$ cat src/rtl/rdx_pkg.sv
package rdx_pkg;

   typedef enum logic {
      FMT_TWOS     = 1'b0,
      FMT_STRAIGHT = 1'b1
   } rdx_fmt_e;

   localparam int RDX_MIN_W = 2;

endpackage

$ cat src/rtl/rdx_cmd_detect.sv
module rdx_cmd_detect (
   input  logic clk,
   input  logic rst_n,
   input  logic cs_n,
   input  logic rd_cv,
   output logic cmd_o,
   output logic open_o
);
   logic cs_n_q;
   logic rd_cv_q;

   always_ff @(posedge clk or negedge rst_n) begin
      if (!rst_n) begin
         cs_n_q  <= 1'b0;
         rd_cv_q <= 1'b1;
      end else begin
         cs_n_q  <= cs_n;
         rd_cv_q <= rd_cv;
      end
   end

   assign open_o = !cs_n && rd_cv;
   assign cmd_o  = open_o && (cs_n_q || !rd_cv_q);


   no_back_to_back_cmd_chk: assert property (@(posedge clk) disable iff (!rst_n)
      cmd_o |=> !cmd_o);

endmodule

$ cat src/rtl/rdx_tag_delay.sv
module rdx_tag_delay #(
   parameter int DEPTH = 12
) (
   input  logic clk,
   input  logic rst_n,
   input  logic tag_in,
   output logic tag_o
);
   generate
      if (DEPTH < 0) begin : g_bad_depth
         $error("rdx_tag_delay: DEPTH must not be negative");
      end
      if (DEPTH == 0) begin : g_wire
         assign tag_o = tag_in;
      end else begin : g_line
         logic [DEPTH-1:0] stage;
         logic             primed;

         always_ff @(posedge clk or negedge rst_n) begin
            if (!rst_n) begin
               stage  <= '0;
               primed <= 1'b0;
            end else begin
               stage[0] <= tag_in;
               primed   <= 1'b1;
            end
         end

         for (genvar i = 1; i < DEPTH; i++) begin : g_stage
            always_ff @(posedge clk or negedge rst_n) begin
               if (!rst_n) stage[i] <= 1'b0;
               else        stage[i] <= stage[i-1];
            end
         end

         assign tag_o = stage[DEPTH-1];


         first_stage_capture_chk: assert property (@(posedge clk) disable iff (!rst_n)
            primed |-> (stage[0] == $past(tag_in)));
      end
   endgenerate

endmodule

$ cat src/rtl/rdx_word_shifter.sv
module rdx_word_shifter #(
   parameter int W = 12
) (
   input  logic         clk,
   input  logic         rst_n,
   input  logic         cmd,
   input  logic         open_rd,
   input  logic         fmt_straight,
   input  logic [W-1:0] res_word,
   input  logic         res_load,
   input  logic         tag_dly,
   output logic         sync_o,
   output logic         data_o
);
   import rdx_pkg::*;

   localparam int CW = $clog2(W + 1);

   logic [W-1:0]  held;
   logic [W-1:0]  fmt_word;
   logic [W-1:0]  shreg;
   logic [CW-1:0] left;
   logic          active;
   logic          sync_q;
   logic          data_q;

   generate
      if (W < RDX_MIN_W) begin : g_bad_w
         $error("rdx_word_shifter: W too small");
      end
   endgenerate

   always_comb begin
      fmt_word = held;
      if (rdx_fmt_e'(fmt_straight) == FMT_TWOS)
         fmt_word[W-1] = ~held[W-1];
   end

   always_ff @(posedge clk or negedge rst_n) begin
      if (!rst_n) begin
         held   <= '0;
         shreg  <= '0;
         left   <= '0;
         active <= 1'b0;
         sync_q <= 1'b0;
         data_q <= 1'b0;
      end else begin
         if (cmd) begin
            sync_q <= 1'b1;
            shreg  <= fmt_word;
            left   <= CW'(W);
            active <= 1'b1;
            data_q <= 1'b0;
         end else if (active && !open_rd) begin
            active <= 1'b0;
            sync_q <= 1'b0;
            data_q <= 1'b0;
            left   <= '0;
         end else if (active) begin
            sync_q <= 1'b0;
            if (left != '0) begin
               data_q <= shreg[W-1];
               shreg  <= {shreg[W-2:0], 1'b0};
               left   <= left - 1'b1;
            end else begin
               data_q <= tag_dly;
            end
         end else begin
            sync_q <= 1'b0;
            data_q <= 1'b0;
         end
         if (res_load) held <= res_word;
      end
   end

   assign sync_o = sync_q;
   assign data_o = data_q;


   bit_count_bound_chk: assert property (@(posedge clk) disable iff (!rst_n)
      left <= CW'(W));


   sync_single_chk: assert property (@(posedge clk) disable iff (!rst_n)
      sync_o |=> !sync_o);


   sync_follows_cmd_chk: assert property (@(posedge clk) disable iff (!rst_n)
      cmd |=> sync_o);


   closed_read_idle_chk: assert property (@(posedge clk) disable iff (!rst_n)
      (!open_rd && !cmd) |=> (!data_o && !sync_o));

endmodule

$ cat src/rtl/xclk_serial_reader.sv
module xclk_serial_reader #(
   parameter int W       = 12,
   parameter int TAG_DLY = W
) (
   input  logic         clk,
   input  logic         rst_n,
   input  logic         cs_n,
   input  logic         rd_cv,
   input  logic         tag_in,
   input  logic         fmt_straight,
   input  logic [W-1:0] res_word,
   input  logic         res_load,
   output logic         sync_o,
   output logic         data_o
);
   logic cmd;
   logic open_rd;
   logic tag_dly;

   rdx_cmd_detect u_cmd (
      .clk    (clk),
      .rst_n  (rst_n),
      .cs_n   (cs_n),
      .rd_cv  (rd_cv),
      .cmd_o  (cmd),
      .open_o (open_rd)
   );

   rdx_tag_delay #(.DEPTH(TAG_DLY)) u_tag (
      .clk    (clk),
      .rst_n  (rst_n),
      .tag_in (tag_in),
      .tag_o  (tag_dly)
   );

   rdx_word_shifter #(.W(W)) u_shift (
      .clk          (clk),
      .rst_n        (rst_n),
      .cmd          (cmd),
      .open_rd      (open_rd),
      .fmt_straight (fmt_straight),
      .res_word     (res_word),
      .res_load     (res_load),
      .tag_dly      (tag_dly),
      .sync_o       (sync_o),
      .data_o       (data_o)
   );


   cmd_needs_window_chk: assert property (@(posedge clk) disable iff (!rst_n)
      (cs_n && rd_cv) |=> !sync_o);

endmodule

$ cat config.mk
export PLATFORM = sky130hd
export DESIGN_NAME = xclk_serial_reader
export DESIGN_NICKNAME = d
export VERILOG_FILES = /design/src/rtl/rdx_pkg.sv /design/src/rtl/rdx_cmd_detect.sv /design/src/rtl/rdx_tag_delay.sv /design/src/rtl/rdx_word_shifter.sv /design/src/rtl/xclk_serial_reader.sv
export SDC_FILE = /design/constraint.sdc
export NUM_CORES = 1
export LEC_CHECK = 0
export BUFFER_PORTS_ARGS = -buffer_cell sky130_fd_sc_hd__buf_2
export CAP_MARGIN = 20
export CORE_MARGIN = 2
export CORE_UTILIZATION = 55
export DETAILED_ROUTE_END_ITERATION = 10
export GPL_TIMING_DRIVEN = 0
export PLACE_DENSITY = 0.72
export SLEW_MARGIN = 5
export SYNTH_ARGS = -nofsm -noshare
export SYNTH_HDL_FRONTEND = slang
export SYNTH_SLANG_ARGS = --single-unit
$ cat constraint.sdc
create_clock -name clk -period 2.9 [get_ports clk]
set_input_delay 0.145 -clock clk [delete_from_list [all_inputs] [get_ports clk]]
set_output_delay 0.145 -clock clk [all_outputs]
set_load 0.01 [all_outputs]
### Yosys cells after proc, flatten, opt, wreduce, memory -nomap -nowiden

Cells that the tools add are included.

* bits in registers: 45
* bits of input ports: 19
* logic and storage cells: 54

* $add $sub $neg: 1
* eq/ne operators: 1
* mux-type cells: 16
* bitwise gates (word level): 1
* reductions and logical operators: 15

Operators by type and width (number)
* 12-bit two-way mux: 4
* 4-bit two-way mux: 4
* 1-bit two-way mux: 8
* 2-bit nonzero test: 3
* 3-bit nonzero test: 2
* 4-bit nonzero test: 1
* 4-bit by 1-bit subtractor with 4-bit output (second input constant): 1
* 1-bit logical AND: 3
* 1-bit zero test: 3
* 3-bit AND reduction: 1
* 2-bit inequality test (second input constant): 1
* 2-bit AND reduction: 1
* 1-bit logical OR: 1
* 1-bit NOT: 1

### Logic depth before layout (Yosys ltp)

Gate-level depths: netlist (run 1).

* depth in word-level cells: 6
* gate-level depth with buffers: 6
* gate-level depth less buffers: 5

### By module

A second synthesis (run 1) with hierarchy kept.

* cell total of the unflattened synthesis: 144
* area total of the unflattened synthesis: 1786.7 um^2

By module, submodules not included
* rdx_word_shifter: instances 1, cells an instance 127, area an instance 1406.3 um^2, seq. area each 775.7 um^2
* rdx_tag_delay: instances 1, cells an instance 12, area an instance 300.3 um^2, seq. area each 300.3 um^2
* rdx_cmd_detect: instances 1, cells an instance 5, area an instance 80.1 um^2, seq. area each 51.3 um^2

### Least setup slack after synthesis (run 1)

Ideal clock, no wire load.

* path type: register to register
* start point: register u_shift.left[0]
* end point: register u_shift.shreg[10]
* data arrival time: 1382 ps
* required time: 2765 ps
* path slack: 1383 ps
* stages on the path, launching flop included: 7
* clock period less this slack: 1517 ps
* cell sequence: dfrtp_1 -> inv_1 -> ha_1 -> or3b_4 -> nand3_2 -> buf_8 -> o221ai_2

* word-level cells in the longest chain between the ends: 3

RTL lines
* start, declared: RTL line rdx_word_shifter.sv:22 `logic [CW-1:0] left;`
* start signal, assigned: RTL line rdx_word_shifter.sv:51 `left <= CW'(W);`
* start signal, assigned: RTL line rdx_word_shifter.sv:64 `left <= left - 1'b1;`
* 4-bit nonzero test: RTL line rdx_word_shifter.sv:61 `if (left != '0) begin`
* 2-bit nonzero test (no line)
* 3-bit AND reduction (no line)
* end signal, assigned: RTL line rdx_word_shifter.sv:50 `shreg <= fmt_word;`
* end signal, assigned: RTL line rdx_word_shifter.sv:63 `shreg <= {shreg[W-2:0], 1'b0};`
* end, declared: RTL line rdx_word_shifter.sv:21 `logic [W-1:0] shreg;`

Every way passes these cells.
A chain may end at the register's enable or synchronous reset.

### Final worst setup path (run 1)

* start point: register u_shift.left[0]
* end point: register u_shift.shreg[5]

The elaborated chain is that of the path after synthesis.

==> key figures, run 1 <==
Drt
  • Vias: 1,343
  • Routed wire length: about 3700 um
  • Drt first-iter violations: 66
  • # DRC: 0
  • Via density: 5.53
  • Wirelength per Cell: 15.2 um
  • DRT Pass-1 Iters: 4
  • Remaining antenna violation count: 0

CTS
  • Post-CTS setup buffers: 0
  • Clk_lat worst skew: between 300 and 400 ps
  • Sink Count: 45
  • CTS tree: yes
  • CTS clock-pin slew for the worst setup and hold paths: between 100 and 150 ps
  • Gates resized, CTS repair: 0
  • CTS Buf Count: 5
  • CTS Buffer Depth: 2
  • CTS H-tree depth: 2
  • Clk root buf: clkbuf_4

Setup path
  • Buf/Inv on CP: 2
  • Critical R2R Launch: u_shift.left[0]$_DFFE_PN0P_
  • Max stage delay on crit path: around 430 ps
  • Crit start category: flip-flop
  • Worst path depth: 6
  • Crit Path Max Fanout: 10
  • CP Class: flip-flop to flip-flop
  • Reg-to-reg endpoint: u_shift.shreg[5]$_DFFE_PN0P_
  • Crit end category: flip-flop
  • Reg2Reg Setup Slack: about 1200 ps
  • CP cell instances: inv_1 > ha_1 > or3b_4 > nand3_2 > buf_8 > o221ai_2
  • CP delay by family, top: simple AND/OR/NAND/NOR gates
  • Critical Path RT: approximately 3100 ps
  • CP arrival: approximately 1900 ps
  • Slowest cell on crit path: dfrtp_1
  • R2R depth: 6

Die
  • FP Rows: 21
  • Core area: around 3300 um^2
  • Die height: 62.7 um
  • Ports: 21
  • Initial Utilization: between 50% and 60%
  • Die W: between 60 and 70 um
  • Die area: approximately 4000 um^2

Logic synthesis
  • Count of different cell masters after synthesis: 33
  • Post-Syn Instances: roughly 160
  • Ys Warns: 0
  • Mean Syn Cell Area: 12.2 um^2
  • Seq cells post-synth: 45
  • Netlist Area Pre-Place: approximately 1900 um^2
  • Syn_nets: ~180
  • Register area share after synthesis: around 59%

Global routing
  • First-pass GRT wire length: 6660 um
  • Vias in the first global route: around 1,400
  • Pin count of the biggest net entering global routing: between 40 and 50
  • Antenna violations before repair: 0
  • Total GRT Usage: a little over a fifth
  • Overflow after GRT: 0

Cells and area
  • FF+latch area: between 1000 and 1500 um^2
  • Fill cell count: roughly 270
  • Commonest non-fill, non-tap cell in the layout: dfrtp_1
  • Synth-to-Final Area Change: 20.2%
  • Finished Cell Area: 2280 um^2
  • Layout cell share with drive strength beyond 1: about a quarter
  • Commonest non-fill, non-tap cells in the layout: 44 x dfrtp_1, 22 x o21ai_0, 21 x buf_2, 14 x dlygate4sd3_1
  • Diode count: 0
  • Util after Layout: between 60% and 70%
  • Area of the multi-input gates: 662 um^2
  • Nets: around 220

Worst hold path
  • HP Start: res_word[11]
  • Hold Path Cell Cnt: 2
  • Hold Path Class: primary input to flip-flop
  • WHS Endpoint: u_shift.held[11]$_DFFE_PN0P_

Timing
  • Worst hold margin: about 20 ps
  • Period utilisation layout: 58.3%
  • Slew of the pin with the lowest slew margin: approximately 960 ps
  • Worst slew margin: between 30% and 40%
  • Fin Setup TNS: 0 ps
  • Final Setup Violations: 0
  • RSZ-0062 raised after global routing: false
  • Final min period: 1690 ps
  • Slew Limit Fails: 0
  • Fmax: 591 MHz
  • Fin. Hold Viols: 0
  • Worst Clk Skew: 9.10 ps

Run
  • Total of max-cap violations: 0

Power and ir drop
  • Leakage: 0.982 nW
  • Total power: 1.39 mW
  • VDD IR max: about 360 uV
  • P per Cell Area: between 600 and 700 nW/um^2

Placed design
  • Placed cell area: around 2100 um^2
  • Placed wire-length estimate: 2460 um
  • PortBufs: 20
  • Routability Congestion: slightly below 0.8

Run status
  • Status: complete, no violations
## where the power goes
group | total (mW) | leakage, nW | switching [mW] | internal [mW]
combinational | 0.248 | 0.389 | 0.134 | 0.114
clock | 0.399 | 0.0455 | 0.193 | 0.206
sequential | 0.745 | 0.548 | 0.0457 | 0.699
total | 1.39 | 0.982 | 0.373 | 1.02
## worst register-to-register path: cells and delay by family (launching register included)
kind	cells	cell delay, ps
adder cells (fa/ha/maj)	1	230
AND/OR/NAND/NOR	2	550
flip-flops	1	430
buffers and inverters	2	250
AO/OA/AOI/OAI	1	110
## cell usage after synthesis
library cell	n	area share (%)
and4b_2	1	0.59
nor2_1	4	0.79
nand3b_1	1	0.40
o221ai_1	12	5.5
nand2_1	13	2.6
nor3b_4	1	0.99
ha_1	1	0.66
buf_4	1	0.40
buf_8	1	0.79
o221ai_2	10	7.9
o21ai_1	2	0.53
o21ai_0	22	5.8
inv_1	13	2.6
nand2b_1	1	0.33
clkbuf_1	7	1.4
dfrtp_1	44	58
dfstp_2	1	1.4
xor2_1	1	0.46
nand3_2	1	0.53
nor4b_2	1	0.79
nand3_1	1	0.26
nor2b_1	1	0.33
buf_2	1	0.26
a211oi_1	1	0.40
mux2i_1	1	0.53
and2b_1	1	0.40
inv_2	1	0.20
or3b_4	1	0.59
a21oi_1	3	0.79
o2bb2ai_1	1	0.46
a2111oi_2	2	1.6
mux2_2	2	1.2
nand2b_2	1	0.46
## layout make-up
class	count	area share, %
Multi-Input combinational cell	86	29.0
Timing Repair Buffer	34	10.5
Inverter	14	2.31
Clock inverter	1	1.32
Clock buffer	7	2.42
Sequential cell	45	49.5
Tap cell	46	2.53
Buffer	10	2.36
## cells by family after synthesis
logic type | Yosys count | share of synthesized area [%]
AOI/OAI and AO/OA | 53 | 23.0
DFF | 45 | 59.5
and+or+nand+nor | 28 | 9.04
buffers and inverters | 24 | 5.61
muxes | 3 | 1.72
xor gates and xnor gates | 1 | 0.462
adders and majority gates | 1 | 0.660
## how the worst max path moves through the flow
| stage | startpoint | endpoint | slack [ps] |
|---|---|---|---|
| 2_1_floorplan | u_shift.left[0]$_DFFE_PN0P_ | u_shift.shreg[10]$_DFFE_PN0P_ | 1380 |
| 3_3_place_gp | u_shift.left[0]$_DFFE_PN0P_ | u_shift.shreg[8]$_DFFE_PN0P_ | 1290 |
| 3_5_place_dp | u_shift.left[0]$_DFFE_PN0P_ | u_shift.shreg[3]$_DFFE_PN0P_ | 1210 |
| 4_1_cts | u_shift.left[0]$_DFFE_PN0P_ | u_shift.shreg[5]$_DFFE_PN0P_ | 1200 |
| 5_1_grt | u_shift.left[0]$_DFFE_PN0P_ | u_shift.shreg[3]$_DFFE_PN0P_ | 1040 |
| 6_report | u_shift.left[0]$_DFFE_PN0P_ | u_shift.shreg[5]$_DFFE_PN0P_ | 1210 |
## flip-flops by register name, summed over array words and instances, names as in the netlist
| signal | flops |
|---|---|
| u_cmd.cs_n_q | 1 |
| u_cmd.rd_cv_q | 1 |
| u_shift.active | 1 |
| u_shift.data_o | 1 |
| u_shift.held | 12 |
| u_shift.left | 4 |
| u_shift.shreg | 12 |
| u_shift.sync_o | 1 |
| u_tag.g_line.stage | 11 |
| u_tag.tag_o | 1 |
## timing repair
item / 4_1_cts / 5_1_grt
setup endpoints to repair: 0 / 0
hold buffers: 14 / 0
endpoints found under the hold margin: 57 / 0
## through the flow
step / worst slack (ps) / instances
floorplan: 1380 / 155
global placement: 1290 / 221
detailed placement: 1210 / 221
CTS: 1200 / 243
global route: 1040 / 243
finish: 1210 / 243
## routing by layer
| metal | vias to the layer above | wire length (um) | GRT usage, % |
|---|---|---|---|
| met5 | - | 0 | 0 |
| met4 | 0 | 55 | 6.67 |
| met3 | 5 | 129 | 5.23 |
| met2 | 28 | 1840 | 35.8 |
| met1 | 665 | 1680 | 29.4 |
| li1 | 645 | - | - |
No activity file was read; power rests on OpenSTA's default activity.
==> run 2: changes to the inputs <==
- clock period: 2.9 -> 1.6 ns (I/O delays scaled with it)
==> run 2 against run 1 <==
  * Worst hold slack improved by 1.1 ps
  * Clock power up 84%
  * Sequential share of layout area is 2.7 points lower
  * Global-route usage increased by 1.5 points
  * Clock skew increased by 3.3 ps
  * Setup slack worse by 1200 ps
  * Combinational power increased by 130%
  * Via count up 3.5%
  * Critical path type unchanged
  * Critical endpoint is now u_shift.left[1]$_DFFE_PN0P_
==> key figures, run 2 (same netlist as run 1, synthesis figures left out) <==
Global routing
  • Pin count of the biggest net entering global routing: 46
  • Antenna violations before repair: 0
  • Total GRT Usage: 23.5%
  • Overflow after GRT: 0
  • Vias in the first global route: 1,515
  • First-pass GRT wire length: between 7000 and 8000 um

Setup path
  • Critical Path RT: ~1800 ps
  • CP startpoint: u_shift.left[0]$_DFFE_PN0P_
  • CP arrival: roughly 1800 ps
  • Reg-to-reg endpoint: u_shift.left[1]$_DFFE_PN0P_
  • CP Class: flip-flop to flip-flop
  • Reg2Reg Setup Slack: between 40 and 50 ps
  • Critical R2R Launch: u_shift.left[0]$_DFFE_PN0P_
  • R2R depth: 6
  • Capture point of the worst path: u_shift.left[1]$_DFFE_PN0P_
  • Crit Path Max Fanout: 4
  • Crit end category: flip-flop
  • Crit start category: flip-flop

Cells and area
  • Biggest regs: u_shift.held (12), u_shift.shreg (12), u_tag.g_line.stage (11)
  • Nets: about 230
  • Synth-to-Final Area Change: 27.3%
  • Commonest non-fill, non-tap cell in the layout: dfrtp_1
  • Final cell count without fillers: approximately 250
  • Util after Layout: 72.9%
  • Commonest non-fill, non-tap cells in the layout: 43 x dfrtp_1, 22 x o21ai_0, 20 x buf_2, 16 x dlygate4sd3_1, 13 x nand2_1
  • Diode count: 0
  • Finished Cell Area: around 2400 um^2
  • Layout cell share with drive strength beyond 1: between 30% and 40%

Power and ir drop
  • P per Cell Area: roughly 1100 nW/um^2
  • Switching share of power: approximately 27%
  • Share of power burned in registers: 51.0%
  • Comb pwr share: 21.4%
  • Leakage: roughly 1.0 nW
  • VDD IR max: between 600 and 700 uV
  • Total net switching power: 0.725 mW
  • Pint: around 1.9 mW
  • Clock power share: between 20 and 30%

Die
  • Core area: 3310 um^2
  • Die area: slightly below 4000 um^2
  • Ports: 21
  • Die W: 62.7 um
  • Die height: between 60 and 70 um
  • FP Rows: 21
  • Initial Utilization: between 50% and 60%

Placed design
  • Placed cell area: around 2000 um^2
  • Placed wire-length estimate: around 2500 um
  • Cell total after placement: 221
  • PortBufs: 20
  • Routability Congestion: around 0.79

CTS
  • Sink Count: 45
  • CTS Buffer Depth: 2
  • CTS H-tree depth: 2
  • CTS tree: yes
  • CTS clock-pin slew for the worst setup and hold paths: 120 ps
  • CTS Buf Count: 5
  • Clk_lat worst skew: about 360 ps
  • Clk root buf: clkbuf_4

Timing
  • Final Setup Violations: 0
  • Worst hold margin: 21.3 ps
  • Fmax: about 640 MHz
  • Fin. Hold Viols: 0
  • Slew of the pin with the lowest slew margin: roughly 960 ps
  • Period utilisation layout: 97.2%
  • Slew Limit Fails: 0
  • RSZ-0062 raised after global routing: true
  • Final min period: 1550 ps
  • Worst slew margin: approximately 36%
  • Worst Clk Skew: between 10 and 15 ps

Drt
  • Routed wire length: approximately 4000 um
  • DRT Pass-1 Iters: 4
  • # DRC: 0
  • Via density: 5.49
  • Drt first-iter violations: 71
  • Wirelength per Cell: approximately 16 um
  • Remaining antenna violation count: 0
  • Vias: approximately 1,400

Run status
  • Status: complete, no violations

Worst hold path
  • Hold Path Class: primary input to flip-flop

Run
  • Total of max-cap violations: 0
==> run 2: cell count changes in the layout (fill, tap and decap cells not counted), sizes merged <==
cell / delta
buf: +8
dlygate4sd3: +2
==> run 2: worst min-delay path by stage <==
stage / from / to / cells after the start
2_1_floorplan: rst_n / u_cmd.cs_n_q$_DFF_PN0_ / 0
3_3_place_gp: tag_in / u_tag.g_line.stage[0]$_DFF_PN0_ / 1
3_5_place_dp: tag_in / u_tag.g_line.stage[0]$_DFF_PN0_ / 1
4_1_cts: res_load / u_shift.held[11]$_DFFE_PN0P_ / 2
5_1_grt: res_load / u_shift.held[11]$_DFFE_PN0P_ / 2
6_report: res_load / u_shift.held[11]$_DFFE_PN0P_ / 2
==> run 2: metrics by stage <==
step	total power, mW	TNS, ps	setup slack, ps
final	2.65	0	45.3
after global routing	2.79	-32.1	-10.1
after floorplan	1.66	0	82.7
after CTS	2.62	0	47.6
after global placement	1.77	-51.3	-13.0
after detailed placement	1.80	-708	-85.1
==> run 2: routing by layer <==
layer / wire [um] / GRT usage (%) / up-vias
met5: 0 / 0 / -
met1: 1750 / 29.9 / 682
met4: 73 / 8.06 / 0
met3: 155 / 5.59 / 7
li1: - / - / 663
met2: 2020 / 39.5 / 38
==> run 2: power by group through the flow <==
stage | Sequential [mW] | Clock (mW) | Combinational, mW
floorplan | 1.35 | 0 | 0.313
detailed placement | 1.37 | 0 | 0.428
global placement | 1.36 | 0 | 0.405
CTS | 1.35 | 0.739 | 0.528
global route | 1.37 | 0.789 | 0.632
finish | 1.35 | 0.734 | 0.566
==> run 2: final cells by class <==
cell class | count | area (um^2)
well taps | 46 | 57.6
repair buffers | 44 | 340
fillers | 253 | 898
multi-input cells | 86 | 686
clock buffers | 7 | 55.1
inverters | 14 | 52.6
flip-flops and latches | 45 | 1130
plain buffers | 10 | 62.6
clock inverters | 1 | 30.0
==> run 2: critical path: stages, from the launching register on <==
cell	delay, ps
dfrtp_1	420
inv_2	90
ha_4	150
or3b_4	410
buf_4	160
a21oi_2	150
a2111oi_2	70
==> run 2: repair_timing <==
item,in CTS,in global routing
pin swaps,1,5
setup endpoints to repair,12,12
endpoints found under the hold margin,59,0
hold buffers,16,0
buffers inserted,5,2
resized for setup,6,9
gates cloned,1,0
